**src/rtl/swq_pkg.sv**
```systemverilog
package swq_pkg;
  localparam int PASID_W = 20;

  typedef enum logic [1:0] {
    RSP_ACCEPT = 2'b00,
    RSP_RETRY  = 2'b01,
    RSP_ERROR  = 2'b10
  } rsp_code_e;
endpackage

```
**src/rtl/swq_store.sv**
```systemverilog
module swq_store #(
  parameter int DEPTH  = 4,
  parameter int DATA_W = 32
) (
  input  logic              clk_i,
  input  logic              rst_ni,
  input  logic              push_i,
  input  logic [DATA_W-1:0] data_i,
  input  logic              pop_i,
  output logic [DATA_W-1:0] data_o,
  output logic              not_empty_o,
  output logic              full_o
);
  localparam int PTR_W = (DEPTH > 1) ? $clog2(DEPTH) : 1;
  localparam int CNT_W = $clog2(DEPTH + 1);

  logic [DATA_W-1:0] mem_q [DEPTH];
  logic [PTR_W-1:0]  wr_ptr_q, rd_ptr_q;
  logic [CNT_W-1:0]  cnt_q;

  function automatic logic [PTR_W-1:0] nxt(input logic [PTR_W-1:0] p);
    return (p == PTR_W'(DEPTH - 1)) ? '0 : p + 1'b1;
  endfunction

  assign not_empty_o = (cnt_q != '0);
  assign full_o      = (cnt_q == CNT_W'(DEPTH));
  assign data_o      = mem_q[rd_ptr_q];

  always_ff @(posedge clk_i) begin
    if (push_i) mem_q[wr_ptr_q] <= data_i;
  end

  always_ff @(posedge clk_i or negedge rst_ni) begin
    if (!rst_ni) begin
      wr_ptr_q <= '0;
      rd_ptr_q <= '0;
      cnt_q    <= '0;
    end else begin
      if (push_i) wr_ptr_q <= nxt(wr_ptr_q);
      if (pop_i)  rd_ptr_q <= nxt(rd_ptr_q);
      case ({push_i, pop_i})
        2'b10:   cnt_q <= cnt_q + 1'b1;
        2'b01:   cnt_q <= cnt_q - 1'b1;
        default: cnt_q <= cnt_q;
      endcase
    end
  end

  assert_no_overflow_R7: assert property (@(posedge clk_i) disable iff (!rst_ni)
    push_i && full_o |-> pop_i);
  assert_no_underflow_R6: assert property (@(posedge clk_i) disable iff (!rst_ni)
    pop_i |-> not_empty_o);
  assert_cnt_bound_R7: assert property (@(posedge clk_i) disable iff (!rst_ni)
    cnt_q <= CNT_W'(DEPTH));
endmodule

```
**src/rtl/swq_status.sv**
```systemverilog
module swq_status
  import swq_pkg::*;
(
  input  logic      clk_i,
  input  logic      rst_ni,
  input  logic      sub_i,
  input  logic      id_ok_i,
  input  logic      room_i,
  output logic      rsp_valid_o,
  output rsp_code_e rsp_code_o
);
  rsp_code_e code_d;

  // identifier check wins over occupancy
  always_comb begin
    if (!id_ok_i)     code_d = RSP_ERROR;
    else if (!room_i) code_d = RSP_RETRY;
    else              code_d = RSP_ACCEPT;
  end

  always_ff @(posedge clk_i or negedge rst_ni) begin
    if (!rst_ni) begin
      rsp_valid_o <= 1'b0;
      rsp_code_o  <= RSP_ACCEPT;
    end else begin
      rsp_valid_o <= sub_i;
      if (sub_i) rsp_code_o <= code_d;
    end
  end
endmodule

```
**src/rtl/swq_port.sv**
```systemverilog
module swq_port
  import swq_pkg::*;
#(
  parameter int DEPTH  = 4,
  parameter int OP_W   = 8,
  parameter int ADDR_W = 32,
  parameter int NPARAM = 2
) (
  input  logic                     clk_i,
  input  logic                     rst_ni,
  input  logic                     sub_valid_i,
  input  logic                     sub_pasid_ok_i,
  input  logic [PASID_W-1:0]       sub_pasid_i,
  input  logic [OP_W-1:0]          sub_op_i,
  input  logic [NPARAM*ADDR_W-1:0] sub_param_i,
  input  logic [ADDR_W-1:0]        sub_cmpl_i,
  output logic                     rsp_valid_o,
  output logic [1:0]               rsp_code_o,
  output logic                     deq_valid_o,
  input  logic                     deq_ready_i,
  output logic [PASID_W-1:0]       deq_pasid_o,
  output logic [OP_W-1:0]          deq_op_o,
  output logic [NPARAM*ADDR_W-1:0] deq_param_o,
  output logic [ADDR_W-1:0]        deq_cmpl_o
);
  localparam int DESC_W = PASID_W + OP_W + NPARAM*ADDR_W + ADDR_W;

  logic              full, deq_fire, room, push;
  logic [DESC_W-1:0] desc_in, desc_out;
  rsp_code_e         code;

  assign deq_fire = deq_valid_o && deq_ready_i;
  assign room     = !full || deq_fire;  // slot freed by dequeue is reusable at once
  assign push     = sub_valid_i && sub_pasid_ok_i && room;
  assign desc_in  = {sub_pasid_i, sub_op_i, sub_param_i, sub_cmpl_i};
  assign {deq_pasid_o, deq_op_o, deq_param_o, deq_cmpl_o} = desc_out;

  swq_store #(.DEPTH(DEPTH), .DATA_W(DESC_W)) u_store (
    .clk_i       (clk_i),
    .rst_ni      (rst_ni),
    .push_i      (push),
    .data_i      (desc_in),
    .pop_i       (deq_fire),
    .data_o      (desc_out),
    .not_empty_o (deq_valid_o),
    .full_o      (full)
  );

  swq_status u_status (
    .clk_i       (clk_i),
    .rst_ni      (rst_ni),
    .sub_i       (sub_valid_i),
    .id_ok_i     (sub_pasid_ok_i),
    .room_i      (room),
    .rsp_valid_o (rsp_valid_o),
    .rsp_code_o  (code)
  );
  assign rsp_code_o = code;

  assert_rsp_follows_R2: assert property (@(posedge clk_i) disable iff (!rst_ni)
    sub_valid_i |=> rsp_valid_o);
  assert_rsp_idle_R2: assert property (@(posedge clk_i) disable iff (!rst_ni)
    !sub_valid_i |=> !rsp_valid_o);
  assert_error_code_R5: assert property (@(posedge clk_i) disable iff (!rst_ni)
    sub_valid_i && !sub_pasid_ok_i |=> rsp_code_o == RSP_ERROR);
  assert_retry_full_R4: assert property (@(posedge clk_i) disable iff (!rst_ni)
    sub_valid_i && sub_pasid_ok_i && full && !deq_ready_i |=> rsp_code_o == RSP_RETRY);
  assert_accept_swap_R8: assert property (@(posedge clk_i) disable iff (!rst_ni)
    sub_valid_i && sub_pasid_ok_i && full && deq_ready_i |=> rsp_code_o == RSP_ACCEPT);
  assert_hold_head_R9: assert property (@(posedge clk_i) disable iff (!rst_ni)
    deq_valid_o && !deq_ready_i |=> deq_valid_o && $stable(deq_pasid_o));
endmodule

```
**config.mk**
```make
export PLATFORM = sky130hd
export DESIGN_NAME = swq_port
export DESIGN_NICKNAME = d
export VERILOG_FILES = /design/src/rtl/swq_pkg.sv /design/src/rtl/swq_store.sv /design/src/rtl/swq_status.sv /design/src/rtl/swq_port.sv
export SDC_FILE = /design/constraint.sdc
export NUM_CORES = 1
export LEC_CHECK = 0
export BUFFER_PORTS_ARGS = -buffer_cell sky130_fd_sc_hd__buf_4
export CAP_MARGIN = 20
export CORE_ASPECT_RATIO = 1.25
export CORE_MARGIN = 4
export CORE_UTILIZATION = 57
export DETAILED_ROUTE_END_ITERATION = 6
export GPL_TIMING_DRIVEN = 0
export PLACE_DENSITY = 0.79
export SYNTH_ARGS = -nofsm -noshare
export SYNTH_HDL_FRONTEND = slang
export SYNTH_SLANG_ARGS = --single-unit
```
**constraint.sdc**
```tcl
create_clock -name clk_i -period 5 [get_ports clk_i]
set_clock_uncertainty 0.2 [all_clocks]
set_input_delay 0.5 -clock clk_i [delete_from_list [all_inputs] [get_ports clk_i]]
set_output_delay 0.5 -clock clk_i [all_outputs]
set_load 0.1 [all_outputs]
```
# Word level (Yosys, flattened, before mapping)
# Memory sizes are Yosys's and may differ from the RTL's.
# Cells that the tools add are included.
dict set report op_classes {
  mux 7
  add_sub_neg 4
  reduce_logical 7
  eq_ne 5
}
# op count
set ops {}
lappend ops {{equality test 2 bit (second input constant)} 3}
lappend ops {{two-way mux 2 bit} 3}
lappend ops {{one-hot mux 3 bit (2 select lines)} 1}
lappend ops {{adder 2 x 1 -> 2 bit (second input constant)} 2}
lappend ops {{adder 3 x 1 -> 3 bit (second input constant)} 1}
lappend ops {{equality test 3 bit (second input constant)} 1}
lappend ops {{logical AND 1 bit} 3}
lappend ops {{two-way mux 1 bit} 3}
lappend ops {{nonzero test 3 bit} 1}
lappend ops {{subtractor 3 x 1 -> 3 bit (second input constant)} 1}
lappend ops {{equality test 2 x 1 -> 1 bit (second input constant)} 1}
lappend ops {{nonzero test 2 bit} 1}
lappend ops {{zero test 1 bit} 1}
lappend ops {{logical OR 1 bit} 1}
dict set report totals {
  reg_bits 10
  ram_bits 496
  output_inout_bits 128
  memories 1
  word_cells 29
  in_bits 129
}
# name depth word_bits read_ports rd_clocked_by_memory_dff write_ports line_no
set memory_table {}
lappend memory_table {u_store.mem_q 4 124 1 0 1 swq_store.sv:17} ;# logic [DATA_W-1:0] mem_q [DEPTH];

# Longest topological paths before layout
# Gate-level depths: netlist (run 1).
dict set report logic_depth {
  depth_word 6
  mapped_depth 7
  depth_no_buf 6
}

# Cells and area by module
# A second synthesis (run 1) with hierarchy kept.
dict set report hier_totals {
  cells_unflattened 700
  area_unflattened_um2 18406.4
}
# module area_per_inst_um2 cells_each seq_area_each_um2 n_inst
set modules_own_cells {}
lappend modules_own_cells {swq_store 18275.0 687 15069.5 1}
lappend modules_own_cells {swq_status 105.1 8 75.1 1}
lappend modules_own_cells {swq_port 26.3 5 0.0 1}

# Worst setup path after synthesis (run 1)
# OpenSTA, ideal clock, no wires.
dict set report synth_timing {
  path_type {input to register}
  from {in sub_pasid_ok_i}
  to {mem u_store.mem_q[1][0] (netlist bit), enable pin}
  cell_stages 4
  setup_ns 0.498
  arrival_ns 4.056
  path_buffers 1
  setup_slack_ns 0.246
  t_required_ns 4.302
  cell_sequence {clkbuf_1 nand2_1 nor2_1 and2_1}
}
dict set report synth_between {
  elab_chain_cells 4
}
# element line_no
set synth_rtl {}
lappend synth_rtl {{start, declared} swq_port.sv:12} ;# input logic sub_pasid_ok_i,
lappend synth_rtl {{logical AND 1 bit (2 in series)} swq_port.sv:34} ;# assign push = sub_valid_i && sub_pasid_ok_i && room;
lappend synth_rtl {{two-way mux 1 bit} swq_store.sv:30} ;# if (push_i) mem_q[wr_ptr_q] <= data_i;
lappend synth_rtl {{two-way mux 1 bit (implied by the code)} swq_store.sv:30}
lappend synth_rtl {{end, declared} swq_store.sv:17}
# Every way passes these cells.

# Final worst setup path (run 1)
dict set report layout_timing {
  from {reg u_store.rd_ptr_q[1]}
  to {out deq_param_o[58]}
}
dict set report layout_between {
  elab_chain_cells 1
}
# element line_no
set layout_rtl {}
lappend layout_rtl {{start, declared} swq_store.sv:18} ;# logic [PTR_W-1:0] wr_ptr_q, rd_ptr_q;
lappend layout_rtl {{start signal, assigned} swq_store.sv:40} ;# if (pop_i) rd_ptr_q <= nxt(rd_ptr_q);
lappend layout_rtl {{memory read (4 x 124 bit)} n/a}
lappend layout_rtl {{end, declared} swq_port.sv:23} ;# output logic [NPARAM*ADDR_W-1:0] deq_param_o,
# Every way passes these cells.

==> results of run 1 <==
placed cells by master, fill, tap and decap left out, drive strengths merged, types with 2 or more instances in the layout:
| master | synthesis | layout |
|---|---|---|
| ha | 5 | 5 |
| diode | 0 | 2 |
| clkinvlp | 0 | 2 |
| edfxtp | 496 | 496 |
| clkbuf | 12 | 69 |
| dlygate4sd3 | 0 | 126 |
| mux4 | 124 | 124 |
| nand4 | 2 | 2 |
| mux2 | 4 | 4 |
| nand2 | 2 | 2 |
| and2 | 4 | 4 |
| clkinv | 0 | 20 |
| o21ai | 2 | 2 |
| buf | 18 | 281 |
| a31oi | 2 | 2 |
| nor2 | 3 | 3 |
| inv | 7 | 8 |
| o311ai | 2 | 2 |
| bufinv | 0 | 3 |
| dfrtp | 10 | 10 |
| nand3 | 2 | 2 |
worst max path at each step:
stage	endpoint	slack (ns)
6_report	deq_param_o[58]	1.22
5_1_grt	deq_param_o[41]	1.02
4_1_cts	deq_param_o[41]	1.10
3_5_place_dp	deq_param_o[41]	1.70
3_3_place_gp	u_store.mem_q[0][51]	-2.23
2_1_floorplan	u_store.mem_q[1][0]	0.25
registers in the layout, summed over array words and instances, names as in the netlist:
register / flops
u_store.wr_ptr_q: 2
u_status.rsp_valid_o: 1
u_store.cnt_q: 3
u_status.rsp_code_o: 2
u_store.mem_q: 496
u_store.rd_ptr_q: 2
logic make-up (layout without fill, tap and decap cells):
| kind of cell | count (synthesis) | after routing | synth area share (%) |
|---|---|---|---|
| AND/OR/NAND/NOR | 21 | 21 | 0.6784 |
| other | 0 | 2 | 0 |
| multiplexers | 129 | 129 | 15.44 |
| flip-flops | 506 | 506 | 82.10 |
| AO/OA/AOI/OAI | 12 | 12 | 0.4748 |
| buffers and inverters | 37 | 509 | 0.8615 |
| adder cells (fa/ha/maj) | 6 | 6 | 0.4477 |
what timing repair did:
item	CTS	global route
endpoints found under the hold margin	507	0
hold buffers	126	0
setup endpoints to repair	0	0
worst max-delay path, stage by stage, from the launching register on:
cell and delay (ns):
dfrtp_1 0.34, clkbuf_1 0.49, buf_2 0.43, clkbuf_1 0.57
mux4_2 0.44, buf_4 0.25
synthesized netlist by cell type, types with 2 or more instances:
master	instances
dfrtp_1	10
ha_1	5
o311ai_0	2
buf_1	2
mux4_2	124
clkbuf_1	12
and2_1	4
edfxtp_1	496
o21ai_0	2
nand4_1	2
nand2_1	2
a31oi_1	2
nand3_1	2
mux2_2	4
buf_2	16
inv_1	7
nor2_1	3
through the flow:
step                TNS [ns]  std cells  setup WS [ns]  hold WS [ns]
floorplan                  0        711         0.2464      0.004409
global placement    -1081.50       1378         -2.231        0.1369
detailed placement         0       1386          1.696        0.1416
CTS                        0       1595          1.100        0.1018
global route               0       1597          1.022        0.1486
finish                     0       1597          1.225        0.1474
metal layers:
| layer | global-route usage, % | vias to the layer above | part of all wire (%) |
|---|---|---|---|
| met5 | 0 | - | 0 |
| met4 | 6.243 | 0 | 2.5 |
| met3 | 5.487 | 65 | 7.6 |
| met2 | 37.16 | 350 | 52 |
| met1 | 28.78 | 4689 | 38 |
| li1 | - | 3957 | - |
area by class of cell:
type                    count  area share (%)
plain buffers              30          0.5575
clock buffers              57           5.102
clock inverters            26          0.8468
multi-input cells         168           13.25
flip-flops and latches    506           63.66
repair buffers            389           14.28
diodes                      2         0.02104
inverters                   7          0.1105
well taps                 412           2.167
==> impl_metrics.py, run 1 <==
metrics = {
    "status": {
        "status": "finished, final reports clean",
    },
    "place": {
        "dp_hpwl_um": 22650,
        "dpl-instance-area_mm2": 0.02111,
        "finalWeightedCongestion": 0.6973,
        "port_buffers": 255,
    },
    "timing": {
        "rsz0062_at_grt": "no",
        "tightest_slew_ns": 0.8592,
        "timing.slew.headroom_pct": 42.72,
        "min_period_ns": 3.775,
        "slew_violations": 0,
        "final-hold-violation-count": 0,
        "max_freq_mhz": 264.9,
        "fin_crit_sh_pct": 75.51,
        "setup_viol_count_final": 0,
    },
    "die": {
        "fp.dieH_um": 209.1,
        "die-area_mm2": 0.03532,
        "core_mm2": 0.03188,
        "ios": 257,
        "initial_core_util_pct": 57.87,
        "num_rows": 73,
        "die_x_um": 168.9,
    },
    "layout": {
        "regArea_mm2": 0.01514,
        "nets": 1284,
        "finalInstanceArea_mm2": 0.02379,
        "fill_cells": 1688,
        "drive_gt1_share_pct": 39.98,
        "synthToLayoutAreaGrowth_pct": 28.96,
        "multi_input_area_mm2": 0.003153,
        "utilization_pct": 74.62,
    },
    "synth": {
        "synthDistinctLibCells": 33,
        "async_flop_share_pct": 1.976,
        "synth_area_leader_cell": "edfxtp_1",
        "synth_edf_count": 496,
        "synth_seq_cells": 506,
        "synth_flop_cell": "edfxtp_1",
        "yosys_warnings": 0,
        "synth_nets": 846,
        "synth_area_leaders": "edfxtp_1 81%, mux4_2 15%, dfrtp_1 1.4%, buf_2 0.43%, ha_1 0.34%",
        "avgSynthCellArea_um2": 25.94,
        "synth_top_area_share_pct": 80.74,
        "syn-cell-area_mm2": 0.01845,
        "ys_seq_area_share_pct": 82.10,
        "synth_cells": 711,
    },
    "global_route": {
        "grt_pass1_vias": 10035,
        "overflow": 0,
        "grt_pass1_wl_um": 59130,
        "grt.total_usage_pct": 21.97,
        "antenna_found_initial": 2,
        "grt_max_degree": 59,
    },
    "job": {
        "maxCapViolCount": 0,
    },
    "setup_path": {
        "ff2ff_setup_slack_ns": 2.24,
        "worst-setup-path-type": "flip-flop to output pin",
        "startpoint_type": "flip-flop",
        "worstPathRequired_ns": 4.30,
        "timing.rr.end": "u_store.mem_q[0][46]",
        "crit_path_start": "u_store.rd_ptr_q[1]",
        "end_kind": "output pin",
        "arrival_ns": 3.08,
        "critPathMaxFanout": 10,
        "rr_startpoint": "u_store.cnt_q[2]",
        "r2r_cells": 4,
    },
    "clock_tree": {
        "clk_pin_slew_ns": 0.06,
        "postCtsSetupBuffers": 0,
        "cts_resized": 0,
        "cts_htree_levels": 2,
        "cts_max_path_buffers": 3,
        "tritoncts": "yes",
        "cts_root_buf": "clkbuf_16",
        "cts-buffers-inserted": 47,
        "clk_latency_ns": 0.54,
        "cts.sinks": 506,
    },
    "detailed_routing": {
        "routed_wl_um": 38030,
        "wl_per_cell_um": 23.82,
        "drc": 0,
        "dr.pass1.iters": 5,
        "viasPerCell": 5.674,
        "drtIter0Drc": 773,
        "vias": 9061,
        "ant_nets": 0,
    },
    "worst_hold_path": {
        "min_path_type": "input port to asynchronous set/reset pin",
    },
}
Power of run 1 is left out: the tool's default activity adds up to more than one toggle a clock period on the data nets, which glitch-free logic cannot reach.
==> run 2: changes to the inputs <==
clock period = 3.95 ns   (was 5 ns; I/O delays follow)
==> run 2 against run 1 <==
Compared with the run above: register-to-register slack got worse by 0.98 ns; via count up 0.40%; critical path depth unchanged; highest routed layer unchanged.
==> impl_metrics.py, run 2 (synthesized netlist as in run 1, its figures left out) <==
metrics = {
    "layout": {
        "reg.largest.list": "u_store.mem_q x496, u_store.cnt_q x3",
        "synthToLayoutAreaGrowth_pct": 29.70,
        "largest_register_ffs": 496,
        "final_cell_mix": "496 x edfxtp_1, 255 x buf_4, 127 x dlygate4sd3_1, 124 x mux4_2, 47 x clkbuf_16",
        "final_common_cell": "edfxtp_1",
        "nets": 1284,
        "largest-register": "u_store.mem_q",
        "finalNonFillerCells": 1595,
        "utilization_pct": 75.06,
        "antenna_cells": 0,
        "drive_gt1_share_pct": 40.41,
    },
    "timing": {
        "fin_setup_tns_ns": 0,
        "min_period_ns": 3.736,
        "final-hold-violation-count": 0,
        "setup_ws_ns": 0.2141,
        "rsz0062_at_grt": "no",
        "max_freq_mhz": 267.7,
        "tightest_slew_ns": 0.7153,
        "setup_viol_count_final": 0,
        "slew_violations": 0,
        "timing.slew.headroom_pct": 51.64,
        "fin_crit_sh_pct": 94.58,
    },
    "die": {
        "fp.dieH_um": 209.1,
        "core_mm2": 0.03188,
        "initial_core_util_pct": 57.87,
        "die_x_um": 168.9,
        "die-area_mm2": 0.03532,
        "ios": 257,
        "num_rows": 73,
    },
    "job": {
        "maxCapViolCount": 0,
    },
    "setup_path": {
        "startpoint_type": "flip-flop",
        "end_kind": "output pin",
        "critPathMaxFanout": 10,
        "worstPathRequired_ns": 3.36,
        "worst-setup-path-type": "flip-flop to output pin",
        "arrival_ns": 3.14,
    },
    "place": {
        "place_ws_ns": 0.7519,
        "finalWeightedCongestion": 0.7260,
        "port_buffers": 255,
        "dp_cells": 1386,
        "dp_hpwl_um": 22350,
    },
    "clock_tree": {
        "cts_htree_levels": 2,
        "cts.sinks": 506,
        "clk_pin_slew_ns": 0.06,
        "cts_max_path_buffers": 3,
        "cts_hold_buf": 127,
        "cts_root_buf": "clkbuf_16",
        "clk_latency_ns": 0.54,
        "cts-buffers-inserted": 46,
        "cts_resized": 0,
        "postCtsSetupBuffers": 0,
        "tritoncts": "yes",
    },
    "status": {
        "status": "finished, final reports clean",
    },
    "global_route": {
        "grt.total_usage_pct": 22.52,
        "grt_pass1_vias": 10010,
        "antenna_found_initial": 0,
        "grt_max_degree": 60,
        "grt_pass1_wl_um": 60060,
        "overflow": 0,
    },
    "detailed_routing": {
        "ant_nets": 0,
        "drtIter0Drc": 899,
        "drc": 0,
        "viasPerCell": 5.703,
        "routed_wl_um": 39110,
        "dr.pass1.iters": 5,
        "vias": 9097,
        "wl_per_cell_um": 24.52,
    },
    "worst_hold_path": {
        "min_path_type": "input port to flip-flop",
    },
}
## run 2: cell count changes in the layout (fill, tap and decap cells not counted), sizes merged
cell,before,now
clkinv,20,15
bufinv,3,8
diode,2,0
dlygate4sd3,126,127
clkbuf,69,68
## run 2: layout make-up
type,instances,area (um2)
plain buffers,30,132.6
clock buffers,56,1220
clock inverters,26,327.8
fillers,1656,7951
inverters,7,26.28
multi-input cells,168,3153
flip-flops and latches,506,15140
well taps,412,515.5
repair buffers,390,3406
## run 2: path summary, 6_finish.rpt
| path | start | to | slack [ns] | cells after the start |
|---|---|---|---|---|
| min | sub_pasid_ok_i | u_status.rsp_code_o[1] | 0.06 | 2 |
| min in group asynchronous | rst_ni | u_store.rd_ptr_q[0] | 0.70 | 3 |
| max reg2reg | u_store.cnt_q[0] | u_store.mem_q[2][50] | 1.26 | 4 |
| max | u_store.rd_ptr_q[1] | deq_param_o[46] | 0.21 | 5 |
| min reg2reg | u_status.rsp_code_o[0] | u_status.rsp_code_o[0] | 0.33 | 2 |
| max in group asynchronous | rst_ni | u_status.rsp_code_o[1] | 2.50 | 3 |
## run 2: metrics by stage
stage                     area, um2  hold WS [ns]
after floorplan               18450       -0.1006
after global placement        20880       0.03318
after detailed placement      21110       0.03559
after CTS                     23930       0.01660
after global routing          23930       0.08249
final                         23930       0.06200
## run 2: per-layer routing
| layer | GRT usage [%] | vias to the layer above | share of wire, % |
|---|---|---|---|
| li1 | - | 3936 | - |
| met1 | 29.27 | 4704 | 37 |
| met2 | 38.10 | 384 | 53 |
| met3 | 5.260 | 73 | 7.2 |
| met4 | 7.419 | 0 | 2.9 |
| met5 | 0 | - | 0 |
## run 2: worst max-delay path, stage by stage, from the launching register on
cell and delay, ns:
dfrtp_1 0.35, clkbuf_1 0.47, buf_2 0.43, clkbuf_1 0.60, mux4_2 0.47, buf_4 0.26
Power of run 2 is left out for the same reason.
==> run 3: changes to the inputs <==
CORE_UTILIZATION = 50   (was 57)
PLACE_DENSITY = 0.71   (was 0.79)
==> run 3 against run 2 <==
Compared with the run above: global-route usage shrank 3.9 points; via count shrank 2.2%; critical path depth is the same; count of clock-buffer cells in the layout grew 1; worst setup slack gained 0.25 ns; final cell count grew 4.9%.
==> impl_metrics.py, run 3 (synthesized netlist as in run 1, its figures left out) <==
metrics = {
    "status": {
        "status": "finished, final reports clean",
    },
    "global_route": {
        "grt_pass1_vias": 9734,
        "grt_pass1_wl_um": 57900,
        "grt.total_usage_pct": 18.63,
        "grt_max_degree": 55,
        "antenna_found_initial": 2,
        "overflow": 0,
    },
    "detailed_routing": {
        "drc": 0,
        "vias": 8893,
        "viasPerCell": 5.316,
        "ant_nets": 0,
        "dr.pass1.iters": 4,
        "drtIter0Drc": 529,
        "routed_wl_um": 36950,
        "wl_per_cell_um": 22.09,
    },
    "die": {
        "num_rows": 78,
        "ios": 257,
        "die-area_mm2": 0.04005,
        "core_mm2": 0.03640,
        "fp.dieH_um": 222.7,
        "initial_core_util_pct": 50.67,
        "die_x_um": 179.8,
    },
    "clock_tree": {
        "cts-buffers-inserted": 48,
        "clk_pin_slew_ns": 0.06,
        "cts_htree_levels": 2,
        "cts.sinks": 506,
        "tritoncts": "yes",
        "clk_latency_ns": 0.55,
        "postCtsSetupBuffers": 0,
        "cts_root_buf": "clkbuf_16",
        "cts_max_path_buffers": 3,
    },
    "place": {
        "dpl-instance-area_mm2": 0.02119,
        "finalWeightedCongestion": 0.7050,
        "port_buffers": 255,
        "dp_hpwl_um": 22410,
    },
    "layout": {
        "final_cell_mix": "496 x edfxtp_1, 255 x buf_4, 128 x dlygate4sd3_1, 124 x mux4_2, 50 x clkbuf_16",
        "fill_cells": 2303,
        "largest_register_ffs": 496,
        "nets": 1287,
        "reg.largest.list": "u_store.mem_q x496, u_store.cnt_q x3",
        "synthToLayoutAreaGrowth_pct": 30.24,
        "final_common_cell": "edfxtp_1",
        "drive_gt1_share_pct": 40.86,
        "finalInstanceArea_mm2": 0.02403,
        "largest-register": "u_store.mem_q",
    },
    "setup_path": {
        "arrival_ns": 2.89,
        "rr_startpoint": "u_store.cnt_q[2]",
        "worst-setup-path-type": "flip-flop to output pin",
        "worstPathRequired_ns": 3.36,
        "startpoint_type": "flip-flop",
        "r2r_cells": 4,
        "end_kind": "output pin",
        "ff2ff_setup_slack_ns": 1.29,
        "crit_path_start": "u_store.rd_ptr_q[0]",
        "critPathMaxFanout": 10,
        "cp-endpoint": "deq_param_o[46]",
        "timing.rr.end": "u_store.mem_q[0][79]",
    },
    "timing": {
        "min_period_ns": 3.485,
        "tightest_slew_ns": 0.7491,
        "fin_crit_sh_pct": 88.23,
        "timing.slew.headroom_pct": 50.06,
        "final-hold-violation-count": 0,
        "rsz0062_at_grt": "no",
        "hold_slack_ns": 0.06176,
        "max_freq_mhz": 286.9,
        "setup_viol_count_final": 0,
        "slew_violations": 0,
    },
    "worst_hold_path": {
        "min_path_type": "input port to flip-flop",
    },
    "job": {
        "maxCapViolCount": 0,
    },
}
run 3: per-layer routing:
layer | global-route usage [%] | wire (um)
met1 | 24.20 | 14550
met2 | 31.57 | 18880
met3 | 5.142 | 2694
met4 | 4.844 | 816
met5 | 0 | 13
run 3: critical path: stages (launching register included):
cell and delay (ns):
dfrtp_1 0.34, buf_2 0.29, buf_2 0.41, buf_2 0.44, mux4_2 0.58, buf_4 0.25
run 3: area by class of cell:
type	count	area, um2	area share, %
timing repair buffer	391	3416	14.22
clock inverter	33	251.5	1.047
multi-input combinational	168	3153	13.12
antenna	1	2.502	0.01042
sequential	506	15140	63.04
tap	480	600.6	2.500
clock buffer	57	1297	5.400
inverter	7	26.28	0.1094
buffer	30	133.9	0.5572
run 3: how the worst min path moves through the flow:
| stage | startpoint | end | slack, ns | cells after the start |
|---|---|---|---|---|
| final | sub_pasid_ok_i | u_status.rsp_code_o[1] | 0.06 | 2 |
| after global routing | sub_pasid_ok_i | u_status.rsp_code_o[1] | 0.06 | 2 |
| after CTS | sub_pasid_ok_i | u_status.rsp_code_o[1] | 0.02 | 2 |
| after detailed placement | rst_ni | u_store.cnt_q[1] | 0.04 | 1 |
| after global placement | rst_ni | u_store.cnt_q[1] | 0.04 | 1 |
| after floorplan | rst_ni | u_status.rsp_code_o[0] | -0.10 | 0 |
run 3: what timing repair did:
item	4_1_cts	5_1_grt
gates resized for setup	0	3
hold buffers	128	0
hold endpoints to repair	508	0
setup endpoints to repair	0	2
run 3: metrics by stage:
step	setup WS, ns	instances	setup TNS (ns)	util (%)
final	0.4650	1673	0	66.00
after global routing	0.2713	1673	0	66.00
after CTS	0.05290	1672	0	65.99
after detailed placement	0.6616	1454	0	58.21
after global placement	-0.7584	1446	-362.75	57.60
after floorplan	0.6736	711	0	-
Power of run 3 is left out for the same reason.
